<file path="config.mk">
export PLATFORM = sky130hd
export DESIGN_NAME = tx_toh_inserter
export DESIGN_NICKNAME = d
export VERILOG_FILES = /design/src/rtl/tx_toh_pkg.sv /design/src/rtl/toh_prov_shadow.sv /design/src/rtl/toh_rdi_fold.sv /design/src/rtl/toh_byte_mux.sv /design/src/rtl/tx_toh_inserter.sv
export SDC_FILE = /design/constraint.sdc
export NUM_CORES = 1
export LEC_CHECK = 0
export ABC_AREA = 1
export BUFFER_PORTS_ARGS = -buffer_cell sky130_fd_sc_hd__buf_2
export CORE_ASPECT_RATIO = 1.75
export CORE_MARGIN = 2
export CORE_UTILIZATION = 26
export CTS_CLUSTER_DIAMETER = 40
export CTS_CLUSTER_SIZE = 16
export DETAILED_ROUTE_END_ITERATION = 6
export GPL_TIMING_DRIVEN = 0
export SETUP_SLACK_MARGIN = 0.02
export SLEW_MARGIN = 20
export SYNTH_ARGS = -nofsm -noshare
export SYNTH_HDL_FRONTEND = slang
export SYNTH_SLANG_ARGS = --single-unit
</file>
<file path="constraint.sdc">
create_clock -name clk -period 2.8 [get_ports clk]
set_input_delay 0.42 -clock clk [delete_from_list [all_inputs] [get_ports clk]]
set_output_delay 0.42 -clock clk [all_outputs]
set_load 0.01 [all_outputs]
</file>
<file path="src/rtl/tx_toh_pkg.sv">
package tx_toh_pkg;
  localparam int BYTE_W  = 8;
  localparam int NUM_DEF = 6;
  localparam int SLOT_W  = 2;
  localparam int CODE_W  = 3;

  typedef enum logic [SLOT_W-1:0] {
    SLOT_PLAIN = 2'd0,
    SLOT_SYNC  = 2'd1,
    SLOT_APS1  = 2'd2,
    SLOT_APS2  = 2'd3
  } slot_e;

  typedef struct packed {
    logic               bypass;
    logic               s1_from_reg;
    logic [BYTE_W-1:0]  s1_value;
    logic [BYTE_W-1:0]  k1;
    logic [BYTE_W-1:0]  k2;
    logic               babble;
    logic               ais_send;
    logic [NUM_DEF-1:0] defects;
    logic [NUM_DEF-1:0] inhibit;
  } prov_t;

  localparam logic [CODE_W-1:0] CODE_AIS = 3'b111;
  localparam logic [CODE_W-1:0] CODE_RDI = 3'b110;

  function automatic logic [BYTE_W-1:0] aps2_build(input logic [BYTE_W-1:0] k2,
                                                   input logic ais, input logic rdi);
    logic [CODE_W-1:0] code;
    code = ais ? CODE_AIS : (rdi ? CODE_RDI : k2[CODE_W-1:0]);
    return {k2[BYTE_W-1:CODE_W], code};
  endfunction

  function automatic logic [BYTE_W-1:0] aps1_build(input logic [BYTE_W-1:0] k1,
                                                   input logic babble,
                                                   input logic [BYTE_W-1:0] frame_idx);
    return babble ? k1 + frame_idx : k1;
  endfunction
endpackage

</file>
<file path="src/rtl/toh_prov_shadow.sv">
module toh_prov_shadow
  import tx_toh_pkg::*;
(
  input  logic               clk,
  input  logic               rst_n,
  input  logic               frame_start,
  input  prov_t              live,
  output prov_t              eff,
  output logic [BYTE_W-1:0]  frame_idx_eff,
  output logic [NUM_DEF-1:0] held_defects,
  output logic [NUM_DEF-1:0] held_inhibit
);
  prov_t             held_q;
  logic [BYTE_W-1:0] frame_idx_q;

  always_ff @(posedge clk or negedge rst_n) begin
    if (!rst_n) begin
      held_q      <= '0;
      frame_idx_q <= '0;
    end else if (frame_start) begin
      held_q      <= live;
      frame_idx_q <= frame_idx_q + 1'b1;
    end
  end

  // the frame-start cycle already sees the values being captured
  assign eff           = frame_start ? live : held_q;
  assign frame_idx_eff = frame_start ? frame_idx_q + 1'b1 : frame_idx_q;
  assign held_defects  = held_q.defects;
  assign held_inhibit  = held_q.inhibit;
endmodule

</file>
<file path="src/rtl/toh_rdi_fold.sv">
module toh_rdi_fold
  import tx_toh_pkg::*;
(
  input  logic [NUM_DEF-1:0] defects,
  input  logic [NUM_DEF-1:0] inhibit,
  output logic               rdi
);
  logic [NUM_DEF-1:0] live_contrib;

  for (genvar i = 0; i < NUM_DEF; i++) begin : g_def
    assign live_contrib[i] = defects[i] & ~inhibit[i];
  end

  assign rdi = |live_contrib;
endmodule

</file>
<file path="src/rtl/toh_byte_mux.sv">
module toh_byte_mux
  import tx_toh_pkg::*;
(
  input  logic              clk,
  input  logic              rst_n,
  input  logic              slot_vld,
  input  logic [SLOT_W-1:0] slot_id,
  input  logic [BYTE_W-1:0] in_byte,
  input  logic [BYTE_W-1:0] toac_byte,
  input  logic              bypass,
  input  logic              s1_from_reg,
  input  logic [BYTE_W-1:0] s1_value,
  input  logic [BYTE_W-1:0] k1,
  input  logic [BYTE_W-1:0] k2,
  input  logic              babble,
  input  logic              ais_send,
  input  logic              rdi,
  input  logic [BYTE_W-1:0] frame_idx,
  output logic              out_vld,
  output logic [BYTE_W-1:0] out_byte
);
  logic [BYTE_W-1:0] pick;

  always_comb begin
    unique case (slot_e'(slot_id))
      SLOT_SYNC: pick = s1_from_reg ? s1_value : toac_byte;
      SLOT_APS1: pick = aps1_build(k1, babble, frame_idx);
      SLOT_APS2: pick = aps2_build(k2, ais_send, rdi);
      default:   pick = in_byte;
    endcase
    if (bypass) pick = in_byte;
  end

  always_ff @(posedge clk or negedge rst_n) begin
    if (!rst_n) begin
      out_vld  <= 1'b0;
      out_byte <= '0;
    end else begin
      out_vld  <= slot_vld;
      out_byte <= slot_vld ? pick : '0;
    end
  end
endmodule

</file>
<file path="src/rtl/tx_toh_inserter.sv">
module tx_toh_inserter
  import tx_toh_pkg::*;
(
  input  logic               clk,
  input  logic               rst_n,
  input  logic               frame_start,
  input  logic               slot_vld,
  input  logic [SLOT_W-1:0]  slot_id,
  input  logic [BYTE_W-1:0]  in_byte,
  input  logic [BYTE_W-1:0]  toac_byte,
  input  logic               cfg_bypass,
  input  logic               cfg_s1_from_reg,
  input  logic [BYTE_W-1:0]  cfg_s1_value,
  input  logic [BYTE_W-1:0]  cfg_k1,
  input  logic [BYTE_W-1:0]  cfg_k2,
  input  logic               cfg_babble,
  input  logic               line_ais_send,
  input  logic [NUM_DEF-1:0] rx_defects,
  input  logic [NUM_DEF-1:0] cfg_rdi_inhibit,
  output logic               out_vld,
  output logic [BYTE_W-1:0]  out_byte,
  output logic               rdi_line
);
  prov_t              live;
  prov_t              eff;
  logic [BYTE_W-1:0]  frame_idx;
  logic [NUM_DEF-1:0] held_defects;
  logic [NUM_DEF-1:0] held_inhibit;
  logic               eff_rdi;

  // named internal events, also observed by the checker
  logic               eff_bypass;
  logic               eff_s1_sel;
  logic [BYTE_W-1:0]  eff_s1_val;
  logic               eff_ais;

  always_comb begin
    live.bypass      = cfg_bypass;
    live.s1_from_reg = cfg_s1_from_reg;
    live.s1_value    = cfg_s1_value;
    live.k1          = cfg_k1;
    live.k2          = cfg_k2;
    live.babble      = cfg_babble;
    live.ais_send    = line_ais_send;
    live.defects     = rx_defects;
    live.inhibit     = cfg_rdi_inhibit;
  end

  toh_prov_shadow u_shadow (
    .clk           (clk),
    .rst_n         (rst_n),
    .frame_start   (frame_start),
    .live          (live),
    .eff           (eff),
    .frame_idx_eff (frame_idx),
    .held_defects  (held_defects),
    .held_inhibit  (held_inhibit)
  );

  assign eff_bypass = eff.bypass;
  assign eff_s1_sel = eff.s1_from_reg;
  assign eff_s1_val = eff.s1_value;
  assign eff_ais    = eff.ais_send;

  toh_rdi_fold u_rdi_eff (
    .defects (eff.defects),
    .inhibit (eff.inhibit),
    .rdi     (eff_rdi)
  );

  toh_rdi_fold u_rdi_held (
    .defects (held_defects),
    .inhibit (held_inhibit),
    .rdi     (rdi_line)
  );

  toh_byte_mux u_mux (
    .clk         (clk),
    .rst_n       (rst_n),
    .slot_vld    (slot_vld),
    .slot_id     (slot_id),
    .in_byte     (in_byte),
    .toac_byte   (toac_byte),
    .bypass      (eff_bypass),
    .s1_from_reg (eff_s1_sel),
    .s1_value    (eff_s1_val),
    .k1          (eff.k1),
    .k2          (eff.k2),
    .babble      (eff.babble),
    .ais_send    (eff_ais),
    .rdi         (eff_rdi),
    .frame_idx   (frame_idx),
    .out_vld     (out_vld),
    .out_byte    (out_byte)
  );
endmodule

</file>
* Word level (Yosys, flattened, before mapping) *
Index checks and enable logic that the tools add are counted.

word-level totals
  word-level logic and storage cells = 52
  bits in writable memories = 0
  output and inout port bits = 10
  latch bits = 0
  input port bits = 62
  memories = 0
  ROM bits = 0
  register bits after elaboration = 57

operators by class
  bitwise logic cells = 24
  div/mod/pow operators = 0
  $add $sub $neg = 2
  order comparisons = 0
  multiplexer cells = 9
  shift operators = 0
  reduce and logical (&&, ||, !) cells = 2
  eq/ne operators = 3
  multiply operators = 0

operator list
  kind                                                                    number
  40-bit 2-to-1 mux                                                       1
  8-bit 2-to-1 mux                                                        5
  8-bit one-hot mux with 3 select lines                                   1
  1-bit bitwise AND                                                       12
  1-bit NOT                                                               12
  6-bit OR reduction                                                      2
  8-bit by 1-bit adder with 8-bit output (second input constant)          1
  8-bit adder                                                             1
  3-bit 2-to-1 mux                                                        2
  2-bit equality test (second input constant)                             2
  2-bit by 1-bit equality test with 1-bit output (second input constant)  1

* Longest topological paths before layout *
  depth after elaboration = 9
  depth in mapped cells = 21
  gate-level depth less buffers = 19

* By module *
A second synthesis with hierarchy kept.

unflattened totals
  cell total of the unflattened synthesis = 337
  area, all modules = 3345.7 um^2

modules (own cells, without submodules)
  module           times used  cells each  area an instance (um^2)
  toh_prov_shadow  1           143         2190.9
  toh_byte_mux     1           160         1024.7
  toh_rdi_fold     2           17          65.1

* Least setup slack after synthesis *
No wires, ideal clock.

  path kind = input-to-reg
  from = input port frame_start
  to = register u_mux.out_byte[4]
  path slack = 0.339 ns
  data arrival time = 2.335 ns
  stages on the path = 14
  data required time = 2.673 ns
  path buffers = 3
  cell sequence = buf_6 > buf_2 > buf_2 > xor2_1 > ha_1 > inv_1 > fa_1 > nor2_1 > nor2_1 > o21bai_1 > xnor2_1 > nand2_1 > o211ai_1 > a21oi_1

on the way
  word-level cells in the longest chain between the ends = 6
  elaborated cells on any way between the ends = 8

RTL lines
  item                                   line                   RTL
  start, declared                        tx_toh_inserter.sv:6   input logic frame_start,
  8-bit 2-to-1 mux                       toh_prov_shadow.sv:28  assign frame_idx_eff = frame_start ? frame_idx_q + 1'b1 : frame_idx_q;
  named net frame_idx[0]                 tx_toh_inserter.sv:26  logic [BYTE_W-1:0] frame_idx;
  8-bit adder                            tx_toh_pkg.sv:39       return babble ? k1 + frame_idx : k1;
  8-bit 2-to-1 mux                       tx_toh_pkg.sv:39
  8-bit one-hot mux with 3 select lines  toh_byte_mux.sv:25     unique case (slot_e'(slot_id))
  8-bit 2-to-1 mux                       toh_byte_mux.sv:31     if (bypass) pick = in_byte;
  8-bit 2-to-1 mux                       toh_byte_mux.sv:40     out_byte <= slot_vld ? pick : '0;
  end signal, assigned                   toh_byte_mux.sv:40
  end, declared                          toh_byte_mux.sv:20     output logic [BYTE_W-1:0] out_byte

The timed path passes the listed nets, and every way through them passes these cells.

* Worst setup path in the final report *
  from = input port frame_start
  to = register u_mux.out_byte[6]

The elaborated chain is that of the path after synthesis.

==> metrics.md <==
| Metric | Value |
|---|---|
| Die Y-Extent | 146 µm |
| CP Capture Point | u_mux.out_byte[6] |
| Area share of the largest cell type after synthesis | 47.4% |
| CTS tree | done |
| Register area | 1430 µm² |
| R2R setup slack | 0.36 ns |
| Buffers added on ports | 70 |
| Main flop type after synthesis | dfrtp_1 |
| Worst Path Max Fanout | 10 |
| Post-synth top area cell | dfrtp_1 |
| Worst flop-to-flop path endpoint | u_mux.out_byte[7] |
| Number of antenna violations at the first check in global routing | 2 |
| Fill count | 1,243 |
| Slew HR | 50.7% |
| Via density | 4.63 |
| Dpl ws | -0.214 ns |
| Num CTS Buffers | 9 |
| Initial core utilization | 26.3% |
| HPWL Detailed | 6630 µm |
| Num Clock Sinks | 57 |
| Post-DP Area | 3530 µm² |
| P&R area growth vs syn | 27.7% |
| Routed Antenna Nets | 0 |
| Req. time, crit path | 2.99 ns |
| Synthesized area | 3010 µm² |
| Gr usage total | 14.6% |
| CP endpoint kind | register |
| Count leader, synth | nand2_1 |
| P per Cell Area | 761 nW/µm² |
| # rows | 52 |
| Global route total overflow | 0 |
| Hold Buf Count CTS | 0 |
| Clock Skew | 0.00380 ns |
| Yosys warnings | 0 |
| Share of post-route cells with drive strength above 1 | 22.8% |
| Max Slew Vio Count | 0 |
| Core area | 11,500 µm² |
| Leakage power | 2.02 nW |
| Top post-synthesis cells by area | dfrtp_1 47%, nand2_1 16%, inv_1 5.6%, o21ai_0 4.8%, a21oi_1 3.5% |
| Syn Area/Cell | 7.96 µm² |
| #FFs+latches synth | 57 |
| Vias | 2,790 |
| Unrepaired setup endpoints after global routing | false |
| Slew @ Worst Pin | 0.739 ns |
| Tmin final | 2.62 ns |
| Nets | 531 |
| Critical path origin | frame_start |
| Post-synthesis cell count | 378 |
| Crit share post-route | 93.5% |
| Post-synth EDFFs | 0 |
| Die area | 12,500 µm² |
| Post-DR wirelength/cell | 14.6 µm |
| GP Congestion | 0.899 |
| DRC Markers | 0 |
| Iteration count of the initial detailed-routing pass | 4 |
| Clock Latency Late Sink | 0.33 ns |
| Post-route setup slack | 0.183 ns |
| Achievable Freq | 382 MHz |
| Reg2reg start | u_shadow.frame_idx_q[1] |
| Max-cap violation count | 0 |
| Initial DRC count | 125 |
| Root buffer cell | clkbuf_16 |
| Max H-tree Level | 3 |
| Setup Viol. Count Final | 0 |
| Worst Hold Class | in2async |
| Crit path DAT | 2.81 ns |
| Area of the multi-input gates | 1340 µm² |
| Synth unique cells | 36 |
| Run status | finished, final reports clean |
| Largest net degree at the start of global routing | 58 |
| Clk slew on worst S/H paths | 0.05 ns |
| Vias in the first global route | 2,956 |
| Final instance area | 3840 µm² |
| Final Hold Fails | 0 |
| Crit path kind | in2reg |
| Top-Level Pins | 72 |
| Die Width | 85.3 µm |
| Clock buffer depth | 2 |
| Asr flop ratio synth | 100% |
| Setup TNS | 0 ns |
| Sequential element share of the synthesized area | 47.4% |
| Top cells by count, synth | 131 x nand2_1, 57 x dfrtp_1, 45 x inv_1, 29 x o21ai_0, 21 x a21oi_1 |
| Worst VDD drop | 321 µV |
| Wirelength, routed | 8780 µm |
| Post-Route Utilization | 33.6% |
| First-pass GRT wire length | 14,000 µm |
| Post-synthesis net count | 449 |
| Worst Setup Start Kind | input port |
| R2R depth | 17 |
==> how the worst min path moves through the flow <==
stage                             start             endpoint  slack, ns
floorplan                         rst_n    u_mux.out_byte[0]       0.12
global placement    u_shadow.held_q[31]  u_shadow.held_q[31]       0.45
detailed placement  u_shadow.held_q[14]  u_shadow.held_q[14]       0.46
CTS                               rst_n    u_mux.out_byte[1]       0.19
global route                      rst_n    u_mux.out_byte[3]       0.21
finish                            rst_n    u_mux.out_byte[3]       0.16
==> metal layers <==
metal	track usage, %	routed length [µm]
met5	0	0
met4	8.10	323
met3	3.22	332
met2	26.1	4730
met1	15.6	3390
==> timing repair <==
item / 4_1_cts / 5_1_grt
setup endpoints to repair: 0 / 1
resized for setup: 0 / 2
setup buffers: 0 / 1
hold endpoints to repair: 0 / 0
==> power by group <==
group	switching (mW)	internal, mW	total [mW]
clock	0.357	0.709	1.07
combinational	0.538	0.322	0.861
sequential	0.0582	0.940	0.998
total	0.953	1.97	2.92
==> through the flow <==
stage          std cells  hold WS, ns  total power, mW
6_report             602        0.156             2.92
3_5_place_dp         583        0.456             1.84
3_3_place_gp         583        0.448             1.81
2_1_floorplan        378        0.124             1.59
4_1_cts              599        0.189             2.92
5_1_grt              602        0.214             3.11
==> worst max-delay path, cell delays in order <==
cell and delay, ns:
buf_6 0.11, buf_2 0.23, buf_2 0.29, xor2_1 0.25
ha_1 0.22, inv_1 0.06, fa_1 0.39, inv_1 0.10
nand4_1 0.15, nand4_1 0.13, nand2_1 0.05, o21ai_0 0.29
a21oi_1 0.11
==> area by class of cell <==
cell class	instances	area share [%]
antenna	2	0.130
buffer	11	1.99
clock buffer	13	6.51
clock inverter	3	1.04
inverter	47	4.65
multi-input combinational	263	34.8
sequential	57	37.1
tap	135	4.39
timing repair buffer	71	9.37
==> sequential cells by signal, summed over array words and instances, names as in the netlist <==
register               count
u_shadow.held_inhibit      6
u_shadow.held_q           28
u_shadow.held_defects      6
u_mux.out_byte             8
u_shadow.frame_idx_q       8
u_mux.out_vld              1
==> cells by family after synthesis <==
group,after synthesis,synth area share [%]
simple gates,168,22.8
compound gates,81,15.9
buf+inv,58,8.48
flops,57,47.4
fa+ha+maj,9,3.99
xor+xnor,5,1.45
==> placed cells by master (no fill, tap or decap), types with 5 or more instances in the layout <==
master	instances
o211ai_1	9
a31oi_1	5
ha_1	8
nor2_1	14
nand3_1	6
dfrtp_1	57
o21ai_0	29
buf_2	76
inv_1	45
nand2_1	131
a21oi_1	21
clkbuf_16	9
a211oi_1	5
No activity file was read; power rests on OpenSTA's default activity.
